$ cat src/rtl/part_sched.sv
module part_sched #(
  parameter int ENTRIES    = 8,
  parameter int PID_W      = 3,
  parameter int BUD_W      = 16,
  parameter int IRQ_LINES  = 4,
  parameter int RST_BUDGET = 16,
  localparam int IDX_W  = $clog2(ENTRIES),
  localparam int LINE_W = $clog2(IRQ_LINES),
  localparam int NPART  = 1 << PID_W
) (
  input  logic                       clk,
  input  logic                       rst_n,
  input  logic                       cfg_we,
  input  logic                       cfg_trusted,
  input  logic [IDX_W-1:0]           cfg_slot,
  input  logic [PID_W-1:0]           cfg_part,
  input  logic [BUD_W-1:0]           cfg_ticks,
  input  logic                       len_we,
  input  logic [IDX_W:0]             len_val,
  output logic                       save_req,
  input  logic                       save_ack,
  output logic                       load_req,
  input  logic                       load_ack,
  input  logic [IRQ_LINES-1:0]       irq_in,
  input  logic [IRQ_LINES*PID_W-1:0] irq_owner,
  output logic [PID_W-1:0]           cur_part,
  output logic [IDX_W-1:0]           cur_slot,
  output logic                       ints_on,
  output logic [BUD_W-1:0]           ticks_left,
  output logic                       irq_valid,
  output logic [LINE_W-1:0]          irq_line
);

  typedef enum logic [1:0] {ST_RUN, ST_SAVE, ST_LOAD} phase_t;

  phase_t                st;
  logic [PID_W-1:0]      tab_pid [ENTRIES];
  logic [BUD_W-1:0]      tab_bud [ENTRIES];
  logic [IDX_W:0]        used;
  logic [IRQ_LINES-1:0]  pend [NPART];
  logic [IRQ_LINES-1:0]  irq_q;
  logic                  hit;
  logic [LINE_W-1:0]     hit_line;
  logic [IDX_W-1:0]      nxt;

  wire                 wr_ok  = cfg_we & cfg_trusted;
  wire                 len_ok = len_we & cfg_trusted & (len_val != '0) &
                                (len_val <= (IDX_W+1)'(ENTRIES));
  wire [IDX_W:0]       inc    = {1'b0, cur_slot} + (IDX_W+1)'(1);
  wire [IRQ_LINES-1:0] rise   = irq_in & ~irq_q;

  assign nxt      = (inc >= used) ? '0 : inc[IDX_W-1:0];
  assign save_req = (st == ST_SAVE);
  assign load_req = (st == ST_LOAD);
  assign ints_on  = (st == ST_RUN);

  always_ff @(posedge clk) begin
    if (!rst_n) begin
      for (int i = 0; i < ENTRIES; i++) begin
        tab_pid[i] <= PID_W'(i);
        tab_bud[i] <= BUD_W'(RST_BUDGET);
      end
      used <= (IDX_W+1)'(ENTRIES);
    end else begin
      if (wr_ok) begin
        tab_pid[cfg_slot] <= cfg_part;
        tab_bud[cfg_slot] <= cfg_ticks;
      end
      if (len_ok) used <= len_val;
    end
  end

  always_ff @(posedge clk) begin
    if (!rst_n) begin
      st         <= ST_LOAD;
      cur_slot   <= '0;
      cur_part   <= '0;
      ticks_left <= '0;
    end else begin
      case (st)
        ST_RUN: begin
          if (ticks_left <= BUD_W'(1)) begin
            st         <= ST_SAVE;
            ticks_left <= '0;
          end else begin
            ticks_left <= ticks_left - BUD_W'(1);
          end
        end
        ST_SAVE: if (save_ack) begin
          st       <= ST_LOAD;
          cur_slot <= nxt;
          cur_part <= tab_pid[nxt];
        end
        default: if (load_ack) begin
          st         <= ST_RUN;
          cur_part   <= tab_pid[cur_slot];
          ticks_left <= tab_bud[cur_slot];
        end
      endcase
    end
  end

  always_comb begin
    hit      = 1'b0;
    hit_line = '0;
    for (int l = IRQ_LINES - 1; l >= 0; l--) begin
      if (pend[cur_part][l]) begin
        hit      = ints_on;
        hit_line = LINE_W'(l);
      end
    end
  end

  always_ff @(posedge clk) begin
    if (!rst_n) begin
      irq_q     <= '0;
      irq_valid <= 1'b0;
      irq_line  <= '0;
      for (int p = 0; p < NPART; p++) pend[p] <= '0;
    end else begin
      irq_q     <= irq_in;
      irq_valid <= hit;
      if (hit) irq_line <= hit_line;
      for (int p = 0; p < NPART; p++) begin
        for (int l = 0; l < IRQ_LINES; l++) begin
          if (rise[l] && irq_owner[l*PID_W +: PID_W] == PID_W'(p))
            pend[p][l] <= 1'b1;
          else if (hit && cur_part == PID_W'(p) && hit_line == LINE_W'(l))
            pend[p][l] <= 1'b0;
        end
      end
    end
  end

endmodule

$ cat config.mk
export PLATFORM = sky130hd
export DESIGN_NAME = part_sched
export DESIGN_NICKNAME = d
export VERILOG_FILES = /design/src/rtl/part_sched.sv
export SDC_FILE = /design/constraint.sdc
export NUM_CORES = 1
export LEC_CHECK = 0
export ABC_AREA = 1
export BUFFER_PORTS_ARGS = -buffer_cell sky130_fd_sc_hd__buf_2
export CAP_MARGIN = 20
export CORE_MARGIN = 4
export CORE_UTILIZATION = 55
export DETAILED_ROUTE_END_ITERATION = 12
export GPL_ROUTABILITY_DRIVEN = 0
export GPL_TIMING_DRIVEN = 0
export PLACE_DENSITY = 0.76
export SLEW_MARGIN = 40
export SYNTH_ARGS = -nofsm -noshare
export SYNTH_HDL_FRONTEND = slang
export SYNTH_SLANG_ARGS = --single-unit
$ cat constraint.sdc
create_clock -name clk -period 2.2 [get_ports clk]
set_input_delay 0.11 -clock clk [delete_from_list [all_inputs] [get_ports clk]]
set_output_delay 0.11 -clock clk [all_outputs]
set_load 0.02 [all_outputs]
* Yosys cells after proc, flatten, opt, wreduce, memory -nomap -nowiden *
Memory sizes are Yosys's and may differ from the RTL's. A register that Yosys moved wholly into a read port is not among the register bits.
Index checks and enable logic that the tools add are counted.

operators by class
  add/subtract/negate cells = 2
  $lt $le $gt $ge = 3
  equal/unequal tests = 42
  muxes and demuxes = 323
  bitwise operators = 72
  reductions and logical operators = 89

operator list
  operator                 number
  $mux W1                  298
  $logic_and A1 B1 Y1      72
  $or A1 B1 Y1             64
  $eq A3 B3 Y1 const B     20
  $mux W16                 3
  $mux W3                  12
  $pmux W16 S2             1
  $eq A3 B2 Y1 const B     10
  $le A16 B1 Y1 const B    1
  $reduce_or A16 Y1        1
  $sub A16 B1 Y16 const B  1
  $eq A3 B1 Y1 const B     5
  $logic_not A3 Y1         5
  $mux W2                  7
  $eq A2 B2 Y1 const B     3
  $pmux W3 S2              1
  $reduce_and A3 Y1        2
  $add A3 B1 Y4 const B    1
  $and A1 B1 Y1            4
  $and A4 B4 Y4            1
  $eq A2 B1 Y1 const B     2
  $ge A4 B4 Y1             1
  $le A4 B4 Y1 const B     1
  $logic_not A2 Y1         2
  9 further kinds          13

word-level totals
  register bits after elaboration = 35
  bits in writable memories = 184
  bits of input ports = 49
  logic and storage cells = 542
  memories kept = 3

memory list
  name     depth  bits a word  rd ports  clocked after Yosys merged registers in  wr ports  line  source
  tab_bud  8      16           1         1                                        8         38    logic [BUD_W-1:0] tab_bud [ENTRIES];
  pend     8      4            1         1                                        8         40    logic [IRQ_LINES-1:0] pend [NPART];
  tab_pid  8      3            2         1                                        8         37    logic [PID_W-1:0] tab_pid [ENTRIES];

* Longest topological paths before layout *
Gate-level depths: netlist of run 1.

  word-level depth = 12
  depth in mapped cells = 15
  depth with buffers taken out = 14

* Least setup slack after synthesis of run 1 *
OpenSTA, ideal clock, no wires.

  kind = reg2reg
  from = register cur_slot[0]
  to = register (tool-made name)
  arrival time = 2.467 ns
  path slack = -0.389 ns
  cell stages (with the launch flop) = 12
  path through = dfxtp_1 -> clkinv_1 -> clkbuf_1 -> nor3_1 -> ha_1 -> a21oi_1 -> clkbuf_1 -> nand4_1 -> nand2_1 -> nand3_1 -> nand3_1 -> a21oi_1

RTL lines
  what                      line  source
  start: declaration        27    output logic [IDX_W-1:0] cur_slot,
  start signal: assignment  91    cur_slot <= nxt;

==> results of run 1 <==
[how the worst max path moves through the flow]
stage,startpoint,to,depth (start not counted)
floorplan,cur_slot[0],flip-flop,14
global placement,rst_n,tab_bud[0][10],8
detailed placement,rst_n,tab_bud[0][10],8
CTS,st[0],ints_on,3
global route,cur_slot[1],flip-flop,14
finish,cur_slot[0],flip-flop,12
[cell families after synthesis]
logic type / after synthesis / synth area share, %
adder cells (fa/ha/maj): 7 / 0.7691
XOR/XNOR: 7 / 0.5384
flip-flops: 225 / 55.73
AO/OA/AOI/OAI: 244 / 11.88
AND/OR/NAND/NOR: 644 / 23.74
buffers and inverters: 215 / 7.340
[worst max-delay path, stage by stage, from the launching register on]
cell,delay [ps]
dfxtp_4,410
clkinv_8,80
buf_12,140
nor3_4,200
ha_4,240
a21oi_4,190
buf_6,140
nand2_1,70
a21oi_2,170
inv_2,100
nand3_2,90
nand3_2,90
a21oi_2,160
[power groups by stage]
stage | Clock [mW] | Combinational [mW] | Sequential, mW
after global placement | 0 | 1.28 | 5.07
after detailed placement | 0 | 1.32 | 5.08
after CTS | 3.69 | 1.37 | 4.99
after global routing | 3.88 | 1.59 | 5.01
after floorplan | 0 | 0.849 | 5.10
final | 3.67 | 1.45 | 4.99
[per-layer routing]
| metal | vias up | GRT usage (%) |
|---|---|---|
| met5 | - | 0 |
| met1 | 4736 | 36.29 |
| met2 | 600 | 46.78 |
| met3 | 130 | 4.266 |
| li1 | 4821 | - |
| met4 | 0 | 13.27 |
[timing repair]
action	in CTS	in global routing
setup buffers	9	14
hold endpoints to repair	64	0
gates cloned	0	1
pin swaps	5	10
hold buffers	23	0
resized for setup	27	58
endpoints found under the setup margin	32	103
[flip-flops by register name (all words and copies together), names as in the netlist, named ones only]
register / cells
tab_bud: 128
pend: 32
tab_pid: 24
ticks_left: 16
irq_q: 4
used: 4
cur_part: 3
cur_slot: 3
irq_line: 2
st: 2
irq_valid: 1
[through the flow]
stage	power (mW)	worst slack, ps
2_1_floorplan	5.948	17.96
5_1_grt	10.48	-25.91
4_1_cts	10.05	17.44
6_report	10.11	50.73
3_5_place_dp	6.395	-619.3
3_3_place_gp	6.357	-926.2
[cell type report]
| type | instances | area [µm²] | area share, % |
|---|---|---|---|
| multi-input cells | 903 | 4438 | 32.82 |
| clock inverters | 13 | 82.58 | 0.6107 |
| well taps | 270 | 337.8 | 2.498 |
| repair buffers | 121 | 782.0 | 5.783 |
| inverters | 154 | 593.1 | 4.386 |
| flip-flops and latches | 225 | 6351 | 46.97 |
| clock buffers | 30 | 623.1 | 4.608 |
| plain buffers | 61 | 315.3 | 2.332 |
[cells in the final DEF, fill, tap and decap left out, types with 16 or more instances in the layout]
master         netlist  layout
clkbuf_16            0      24
dlygate4sd3_1        0      23
nand2_1            199     185
buf_2                5      79
nor2_1             301     300
buf_4                2      24
nand2_2              7      18
a31oi_1             16      16
clkbuf_1            48      41
nand4_1             21      21
nand3_1             70      57
dfxtp_1             41      39
a21oi_1             45      40
o21ai_1             26      27
nor3_1              26      25
o21ai_0            114     111
inv_1              142     138
edfxtp_1           184     184
o22ai_1             23      23
==> key figures, run 1 <==
Outcome
  • Status: complete, no violations

Pwr
  • Reg power frac: 49.4%
  • Logic pwr share: 14.3%
  • Net Sw Frac: 27.37%
  • Leakage: around 5.6 nW
  • Peak supply drop: 0.0007539 V
  • P_sw: 2.767 mW
  • Clock Power Share: about 36%
  • PwrDens: 747.3 nW/µm²
  • Internal power: 7.340 mW

Timing
  • Measured slew at the worst slew-check pin: between 800 and 900 ps
  • Minimum clock period: 2149 ps
  • Final setup vio count: 0
  • F_max: between 400 and 500 MHz
  • Final Max Slew Viols: 0
  • Rel. slew slack: 45.85%
  • Final Skew: ~11 ps
  • Hold Slack: 15.07 ps
  • Period utilisation layout: 97.69%
  • Total Negative Setup Slacks: 0 ps
  • Final-report hold violation count: 0

Critical path
  • Worst EP arrival: between 2000 and 3000 ps
  • Worst EP required: 2640 ps
  • Reg2Reg Depth: 12
  • Flop2flop setup slack: 50 ps
  • CP Capture Type: flip-flop
  • WS Path Type: flip-flop to flip-flop
  • Critical Path Source Type: flip-flop
  • FF-to-FF Start: cur_slot[0]
  • Worst-path fanout max: 7

Drt
  • Metal2 WL: roughly 16000 µm
  • Post-Route M1 WL: 12800 µm
  • Initial DRC count: 1211
  • Vias: around 10000
  • First-pass DRT Iterations: 6
  • Routed wl met3: 3314 µm
  • Residual DRC: 0
  • Avg WL per Cell: 19.11 µm
  • Post-route ant nets: 0
  • Via density per instance: 5.789
  • Max Used Layer: met4
  • Final wirelength: approximately 34000 µm

Synth
  • Synth cell types: 36
  • Syn nets: around 1400
  • Register area share after synthesis: 55.73%
  • Synth top area share: about half
  • Post-synth top flop: edfxtp_1
  • Synth Register Bits: 225
  • Mapped Area: approximately 11000 µm²
  • Synth cell count leaders: nor2_1, nand2_1, edfxtp_1, inv_1, o21ai_0
  • Top post-synthesis cells by area: edfxtp_1, nor2_1, dfxtp_1
  • Synth async-reset ratio: 0%
  • Syn Area/Cell: 8.485 µm²
  • Synth warn: 0
  • Most instantiated library cell after synthesis: nor2_1
  • Number of enable flip-flop cells after synthesis: 184
  • Synth area leader: edfxtp_1
  • Post-synthesis cell count: 1342

GRT
  • Initial antenna violation count: 0
  • First-pass GRT wire length: around 52000 µm
  • Tot GR Track Use: 28.09%
  • Largest net degree at the start of global routing: 20
  • Vias in the first global route: 9732
  • Grt ovf: 0

Final layout
  • Share of layout cells above drive strength 1: ~15%
  • ANT cells: 0
  • Area delta synth->final: 18.76%
  • Final Util: 66.62%
  • Layout net count: around 1500
  • # fillers: ~1700
  • Design area: about 14000 µm²
  • Final std cells w/o fill: about 1800

Flow run
  • Max-Cap Viols: 0

Clock network
  • CTS tree: built
  • CTS Buf Count: 24
  • Root buffer cell: clkbuf_16
  • H-tree levels: 1
  • Worst-skew pair later-pin latency: 520 ps
  • Max clock buf depth: 3
  • Clock net sink count: between 200 and 250
  • Reg clk slew, reported paths: 60 ps

Worst hold path
  • Worst hold path class: primary input to flip-flop
  • Hold Startpoint: cfg_ticks[13]
  • Hold path depth: 3
  • Hold Path End: tab_bud[4][13]

Placement
  • Placed instance count: 1687
  • Post-DP HPWL: 22350 µm
  • Placed cell area: between 10000 and 15000 µm²
  • Port bufs: 75

Floorplan
  • IO Pins: 77
  • Die Y: ~150 µm
  • Core Area: 20300 µm²
  • Die width: 151.9 µm
  • Initial Util: 56.10%
  • Row Count: 52
  • Die area: about 23000 µm²
Note: power is estimated with default switching activity, not from simulation.
==> run 2, diff against run 1 <==
--- a/config.mk
+++ b/config.mk
@@ -5,7 +5,7 @@
 export SDC_FILE = /design/constraint.sdc
 export NUM_CORES = 1
 export LEC_CHECK = 0
-export ABC_AREA = 1
+export ABC_AREA = 0
 export BUFFER_PORTS_ARGS = -buffer_cell sky130_fd_sc_hd__buf_2
 export CAP_MARGIN = 20
 export CORE_MARGIN = 4
@@ -13,7 +13,7 @@
 export DETAILED_ROUTE_END_ITERATION = 12
 export GPL_ROUTABILITY_DRIVEN = 0
 export GPL_TIMING_DRIVEN = 0
-export PLACE_DENSITY = 0.76
+export PLACE_DENSITY = 0.77
 export SLEW_MARGIN = 40
 export SYNTH_ARGS = -nofsm -noshare
 export SYNTH_HDL_FRONTEND = slang
==> key figures, run 2 <==
Outcome
  • Status: finished with violations
  • Failing checks: setup timing

Timing
  • F_max: 423.3 MHz (-9.0%)
  • Final Skew: 15.04 ps (+4.208 ps)
  • Final-report hold violation count: 0 (unchanged)
  • Period utilisation layout: 107.4% (+9.7 points)
  • Measured slew at the worst slew-check pin: 783.6 ps (-28.60 ps)
  • RSZ-0062 raised after global routing: true
  • Rel. slew slack: 47.76% (+1.9 points)
  • Final worst setup slack: -162.3 ps (-213.1 ps)
  • Total Negative Setup Slacks: -1319 ps (-1319 ps)
  • Final setup vio count: 20 (+20)
  • Minimum clock period: 2362 ps (+213.1 ps)
  • Final Max Slew Viols: 0 (unchanged)

Synth
  • Synth top area share: 50.34% (+1.8 points)
  • Mapped Area: 10980 µm² (-3.6%)
  • Synth cell types: 55 (+53%)
  • Synth Register Bits: 225 (unchanged)
  • Post-synth top flop: edfxtp_1
  • Syn Area/Cell: 12.60 µm² (+49%)
  • Most instantiated library cell after synthesis: edfxtp_1
  • Synth cell count leaders: edfxtp_1, and2_1, nor2_1, mux4_2, nand2_1
  • Synth area leader: edfxtp_1
  • Synth warn: 0 (unchanged)
  • Synth async-reset ratio: 0% (unchanged)
  • Register area share after synthesis: 57.81% (+2.1 points)
  • Post-synthesis cell count: 871 (-35%)
  • Syn nets: 927 (-34%)
  • Top post-synthesis cells by area: edfxtp_1, mux4_2, and2_1
  • Number of enable flip-flop cells after synthesis: 184 (unchanged)

Final layout
  • Area of the multi-input gates: 4760 µm² (+7.2%)
  • Biggest regs: tab_bud: 128 flops, pend: 32 flops, tab_pid: 24 flops
  • Most frequent cells in the layout: edfxtp_1, and2_1, buf_2
  • Register area: 6362 µm² (+0.18%)
  • Layout net count: 1083 (-30%)
  • Final Util: 69.31% (+2.7 points)
  • Largest reg by FF count: tab_bud
  • # fillers: 1350 (-20%)
  • Final std cells w/o fill: 1310 (-26%)
  • Area delta synth->final: 23.30%
  • Share of layout cells above drive strength 1: 26.60% (+11 points)
  • Design area: 13530 µm² (about the same)
  • Max reg flops: 128 (unchanged)
  • ANT cells: 0 (unchanged)
  • Commonest non-fill, non-tap cell in the layout: edfxtp_1

Worst hold path
  • Hold Path End: pend[4][0]
  • Hold Startpoint: irq_owner[2]
  • Hold path depth: 3 (unchanged)
  • Worst hold path class: primary input to flip-flop

Floorplan
  • Die width: 149.3 µm (-1.7%)
  • Row Count: 51 (-1.9%)
  • Die area: 22280 µm² (-3.4%)
  • Die Y: 149.3 µm (-1.7%)
  • IO Pins: 77 (unchanged)
  • Core Area: 19530 µm² (-3.8%)
  • Initial Util: 56.22% (+0.12 points)

GRT
  • First-pass GRT wire length: 44650 µm (-14%)
  • Initial antenna violation count: 0 (unchanged)
  • Grt ovf: 0 (unchanged)
  • Vias in the first global route: 7947 (-18%)
  • Tot GR Track Use: 26.19% (-1.9 points)
  • Largest net degree at the start of global routing: 20 (unchanged)

Critical path
  • Reg2Reg Depth: 6 (-6)
  • CP Capture Type: flip-flop
  • Worst-path fanout max: 8 (+1)
  • R2R Path End: pend[5][3]
  • Worst EP arrival: 2580 ps (about the same)
  • Worst EP required: 2420 ps (-220 ps)
  • Critical Path Source Type: flip-flop
  • Flop2flop setup slack: -160 ps (-210 ps)
  • WS Path Type: flip-flop to flip-flop

Drt
  • Residual DRC: 0 (unchanged)
  • Post-route ant nets: 0 (unchanged)
  • Vias: 7984 (-22%)
  • Avg WL per Cell: 22.37 µm (+17%)
  • Via density per instance: 6.095 (+5.3%)
  • Final wirelength: 29310 µm (-14%)
  • First-pass DRT Iterations: 7 (+1)
  • Initial DRC count: 748 (-38%)

Clock network
  • Reg clk slew, reported paths: 60 ps (about the same)
  • CTS Buf Count: 24 (unchanged)
  • Clock net sink count: 225 (unchanged)
  • H-tree levels: 1 (unchanged)
  • CTS tree: built
  • Max clock buf depth: 3 (unchanged)
  • Worst-skew pair later-pin latency: 530 ps (about the same)
  • Root buffer cell: clkbuf_16

Placement
  • Post-DP HPWL: 18660 µm (-16%)
  • Placed instance count: 1216 (-28%)
  • Port bufs: 74 (-1.3%)
  • Placed cell area: 11940 µm² (-1.6%)

Pwr
  • Peak supply drop: 0.0007675 V (+1.8%)
  • Tot Pwr: 10.37 mW (+2.6%)
  • Leakage: 4.741 nW (-16%)
  • PwrDens: 765.9 nW/µm² (+2.5%)

Flow run
  • Max-Cap Viols: 0 (unchanged)
run 2: cells by family after synthesis:
group / share of synthesized area (%)
and+or+nand+nor: 18.57
AOI/OAI and AO/OA: 6.668
adders and majority gates: 0.7979
buffers and inverters: 2.599
xor gates and xnor gates: 0.8777
muxes: 12.68
DFF: 57.81
run 2: power by group:
| part | total [mW] | switching (mW) | internal, mW |
|---|---|---|---|
| registers | 5.01 | 0.152 | 4.86 |
| clock network | 4.10 | 1.70 | 2.41 |
| logic | 1.25 | 0.731 | 0.516 |
| total | 10.4 | 2.58 | 7.78 |
run 2: how the worst max path moves through the flow:
stage	startpoint	end	slack, ps	cells after the start
global route	flip-flop	pend[5][3]	-250	7
finish	flip-flop	pend[5][3]	-160	6
floorplan	rst_n	tab_bud[3][0]	-470	4
CTS	flip-flop	pend[5][3]	-140	6
detailed placement	rst_n	tab_bud[1][8]	-510	5
global placement	rst_n	tab_bud[5][8]	-2120	4
run 2: area by class of cell:
cell class,instances,area share [%]
multi-input combinational,577,35.17
buffer,48,1.923
tap,265,2.450
clock inverter,17,1.119
sequential,225,47.01
inverter,18,0.4992
clock buffer,27,4.678
timing repair buffer,133,7.155
run 2: worst max-delay path, stage by stage, from the launching register on:
cell	delay (ps)
dfxtp_4	380
buf_8	140
mux2_4	310
mux4_2	530
nor4_4	270
nand3_2	200
o221ai_2	230
run 2: through the flow:
step	hold slack (ps)	setup slack (ps)
after global placement	327.4	-2116
after floorplan	237.3	-469.8
after CTS	0.8726	-135.9
after global routing	21.68	-249.4
after detailed placement	332.9	-506.0
final	12.56	-162.3
run 2: per-layer routing:
layer / vias to the layer above / routed length (µm) / GRT usage (%)
li1: 3597 / - / -
met5: - / 0 / 0
met3: 67 / 2764 / 4.710
met2: 456 / 14460 / 43.29
met1: 3864 / 11320 / 35.68
met4: 0 / 766 / 8.192
run 2: repair_timing:
item | 4_1_cts | 5_1_grt
gates cloned | 1 | 0
resized for setup | 23 | 58
endpoints found under the setup margin | 57 | 93
hold endpoints to repair | 161 | 0
setup buffers | 12 | 7
hold buffers | 34 | 0
pin swaps | 9 | 19
==> run 3, diff against run 2 <==
--- a/config.mk
+++ b/config.mk
@@ -8,12 +8,11 @@
 export ABC_AREA = 0
 export BUFFER_PORTS_ARGS = -buffer_cell sky130_fd_sc_hd__buf_2
 export CAP_MARGIN = 20
-export CORE_MARGIN = 4
-export CORE_UTILIZATION = 55
+export CORE_MARGIN = 2
+export CORE_UTILIZATION = 35
 export DETAILED_ROUTE_END_ITERATION = 12
 export GPL_ROUTABILITY_DRIVEN = 0
 export GPL_TIMING_DRIVEN = 0
-export PLACE_DENSITY = 0.77
 export SLEW_MARGIN = 40
 export SYNTH_ARGS = -nofsm -noshare
 export SYNTH_HDL_FRONTEND = slang
==> key figures, run 3 (synthesized netlist as in run 2, its figures left out) <==
Outcome
  • Status: finished with violations
  • Failing checks: setup timing

Critical path
  • R2R Path End: pend[5][3]
  • Flop2flop setup slack: -170 ps (about the same)
  • CP cell instances: buf_8 > mux4_2 > mux2_4 > nor4_4 > nand3_2 > o221ai_2
  • Delay-heaviest family, CP: multiplexers
  • WS Path Type: flip-flop to flip-flop
  • CP peak stage delay: 490 ps (-40 ps)
  • CP max stage cell: mux4_2
  • CP Capture Type: flip-flop
  • Worst EP required: 2440 ps (+20 ps)
  • Reg2Reg Depth: 6 (unchanged)
  • Levels on crit path: 6 (unchanged)
  • Worst EP arrival: 2610 ps (+30 ps)
  • Crit path buf inv count: 1 (unchanged)
  • Worst-path fanout max: 5 (-3)
  • Critical Path Source Type: flip-flop

Floorplan
  • Core Area: 30750 µm² (+57%)
  • Die Y: 181.1 µm (+21%)
  • Initial Util: 35.70% (-21 points)
  • Die area: 32800 µm² (+47%)
  • Die width: 181.1 µm (+21%)
  • Row Count: 64 (+25%)
  • IO Pins: 77 (unchanged)

GRT
  • Largest net degree at the start of global routing: 20 (unchanged)
  • Grt ovf: 0 (unchanged)
  • Initial antenna violation count: 0 (unchanged)
  • Tot GR Track Use: 18.66% (-7.5 points)
  • First-pass GRT wire length: 46730 µm (+4.7%)
  • Vias in the first global route: 7943 (-0.050%)

Final layout
  • Most frequent cells in the layout: edfxtp_1, and2_1, nor2_1, buf_2, mux4_2
  • Share of layout cells above drive strength 1: 25.76% (-0.84 points)
  • Commonest non-fill, non-tap cell in the layout: edfxtp_1
  • ANT cells: 0 (unchanged)
  • Biggest regs: tab_bud: 128 flops, pend: 32 flops, tab_pid: 24 flops
  • # fillers: 2835 (+110%)
  • Max reg flops: 128 (unchanged)
  • Largest reg by FF count: tab_bud
  • Layout net count: 1088 (+0.46%)
  • Area delta synth->final: 25.15%

Drt
  • Post-Route M1 WL: 13430 µm (+19%)
  • First-pass DRT Iterations: 5 (-2)
  • Residual DRC: 0 (unchanged)
  • Via density per instance: 5.432 (-11%)
  • Metal2 WL: 14820 µm (+2.6%)
  • Vias: 7865 (-1.5%)
  • Avg WL per Cell: 21.27 µm (-4.9%)
  • Max Used Layer: met4
  • Initial DRC count: 677 (-9.5%)
  • Routed wl met3: 1917 µm (-31%)
  • Post-route ant nets: 0 (unchanged)
  • Final wirelength: 30810 µm (+5.1%)

Timing
  • Final Max Slew Viols: 0 (unchanged)
  • Final-report hold violation count: 0 (unchanged)
  • F_max: 421.2 MHz (-0.49%)
  • Final worst setup slack: -173.9 ps (-11.59 ps)
  • Period utilisation layout: 107.9% (+0.53 points)
  • Final Skew: 19.52 ps (+4.482 ps)
  • Final setup vio count: 16 (-20%)
  • Minimum clock period: 2374 ps (+11.59 ps)
  • Total Negative Setup Slacks: -1428 ps (-108.9 ps)
  • Measured slew at the worst slew-check pin: 802.8 ps (+19.18 ps)
  • Rel. slew slack: 46.28% (-1.5 points)
  • RSZ-0062 raised after global routing: true

Clock network
  • Max clock buf depth: 3 (unchanged)
  • Root buffer cell: clkbuf_16
  • H-tree levels: 1 (unchanged)
  • Worst-skew pair later-pin latency: 540 ps (about the same)
  • Clock net sink count: 225 (unchanged)
  • CTS tree: built
  • Reg clk slew, reported paths: 60 ps (about the same)
  • CTS Buf Count: 26 (+8.3%)

Worst hold path
  • Hold Startpoint: irq_owner[9]
  • Hold path depth: 3 (unchanged)
  • Hold Path End: pend[7][3]
  • Worst hold path class: primary input to flip-flop

Pwr
  • Peak supply drop: 0.0005420 V (-29%)
  • PwrDens: 754.3 nW/µm² (-1.5%)
  • Leakage: 4.765 nW (+0.49%)
  • Tot Pwr: 10.36 mW (about the same)

Placement
  • Post-DP HPWL: 20770 µm (+11%)
  • Port bufs: 74 (unchanged)

Flow run
  • Max-Cap Viols: 0 (unchanged)
run 3: worst min-delay path: cells and delay by family:
family	cells	cell delay, ps
buffers and inverters	1	140
AND/OR/NAND/NOR	1	80
AO/OA/AOI/OAI	1	70
run 3: what timing repair did:
| action | CTS | global route |
|---|---|---|
| hold buffers | 41 | 0 |
| endpoints found under the setup margin | 75 | 88 |
| buffers inserted | 9 | 8 |
| resized for setup | 35 | 44 |
| pin swaps | 5 | 11 |
| endpoints found under the hold margin | 173 | 0 |
run 3: power by group:
group / switching, mW / internal (mW)
registers: 0.151 / 4.86
clock network: 1.74 / 2.36
logic: 0.734 / 0.517
total: 2.62 / 7.74
run 3: worst max path at each step:
| stage | slack (ps) | to | start |
|---|---|---|---|
| final | -170 | pend[5][3] | flip-flop |
| after CTS | -160 | pend[5][3] | flip-flop |
| after floorplan | -470 | tab_bud[3][0] | rst_n |
| after detailed placement | -700 | tab_bud[1][7] | rst_n |
| after global placement | -2520 | tab_bud[4][7] | rst_n |
| after global routing | -270 | pend[5][3] | flip-flop |
run 3: layout make-up:
cell class	count	area [µm²]	share of cell area, %
Buffer	48	282.8	2.058
Clock buffer	38	748.2	5.447
Clock inverter	10	56.30	0.4099
Inverter	18	67.56	0.4918
Multi-Input combinational cell	577	4697	34.19
Sequential cell	225	6365	46.33
Tap cell	396	495.5	3.607
Timing Repair Buffer	136	1025	7.460
run 3: through the flow:
stage	util [%]	cell area, µm²	worst slack, ps	cells	hold WS [ps]
final	44.67	13740	-173.9	1448	26.58
after detailed placement	39.34	12100	-702.0	1347	332.7
after floorplan	-	11050	-469.8	871	237.3
after CTS	43.93	13510	-157.0	1442	16.55
after global routing	44.67	13740	-265.7	1448	37.66
after global placement	38.76	11920	-2523	1341	330.5
run 3: metal layers:
layer,vias to the layer above,track usage (%)
li1,3600,-
met4,0,5.951
met5,-,0
met3,50,3.084
met1,3912,24.98
met2,303,31.02
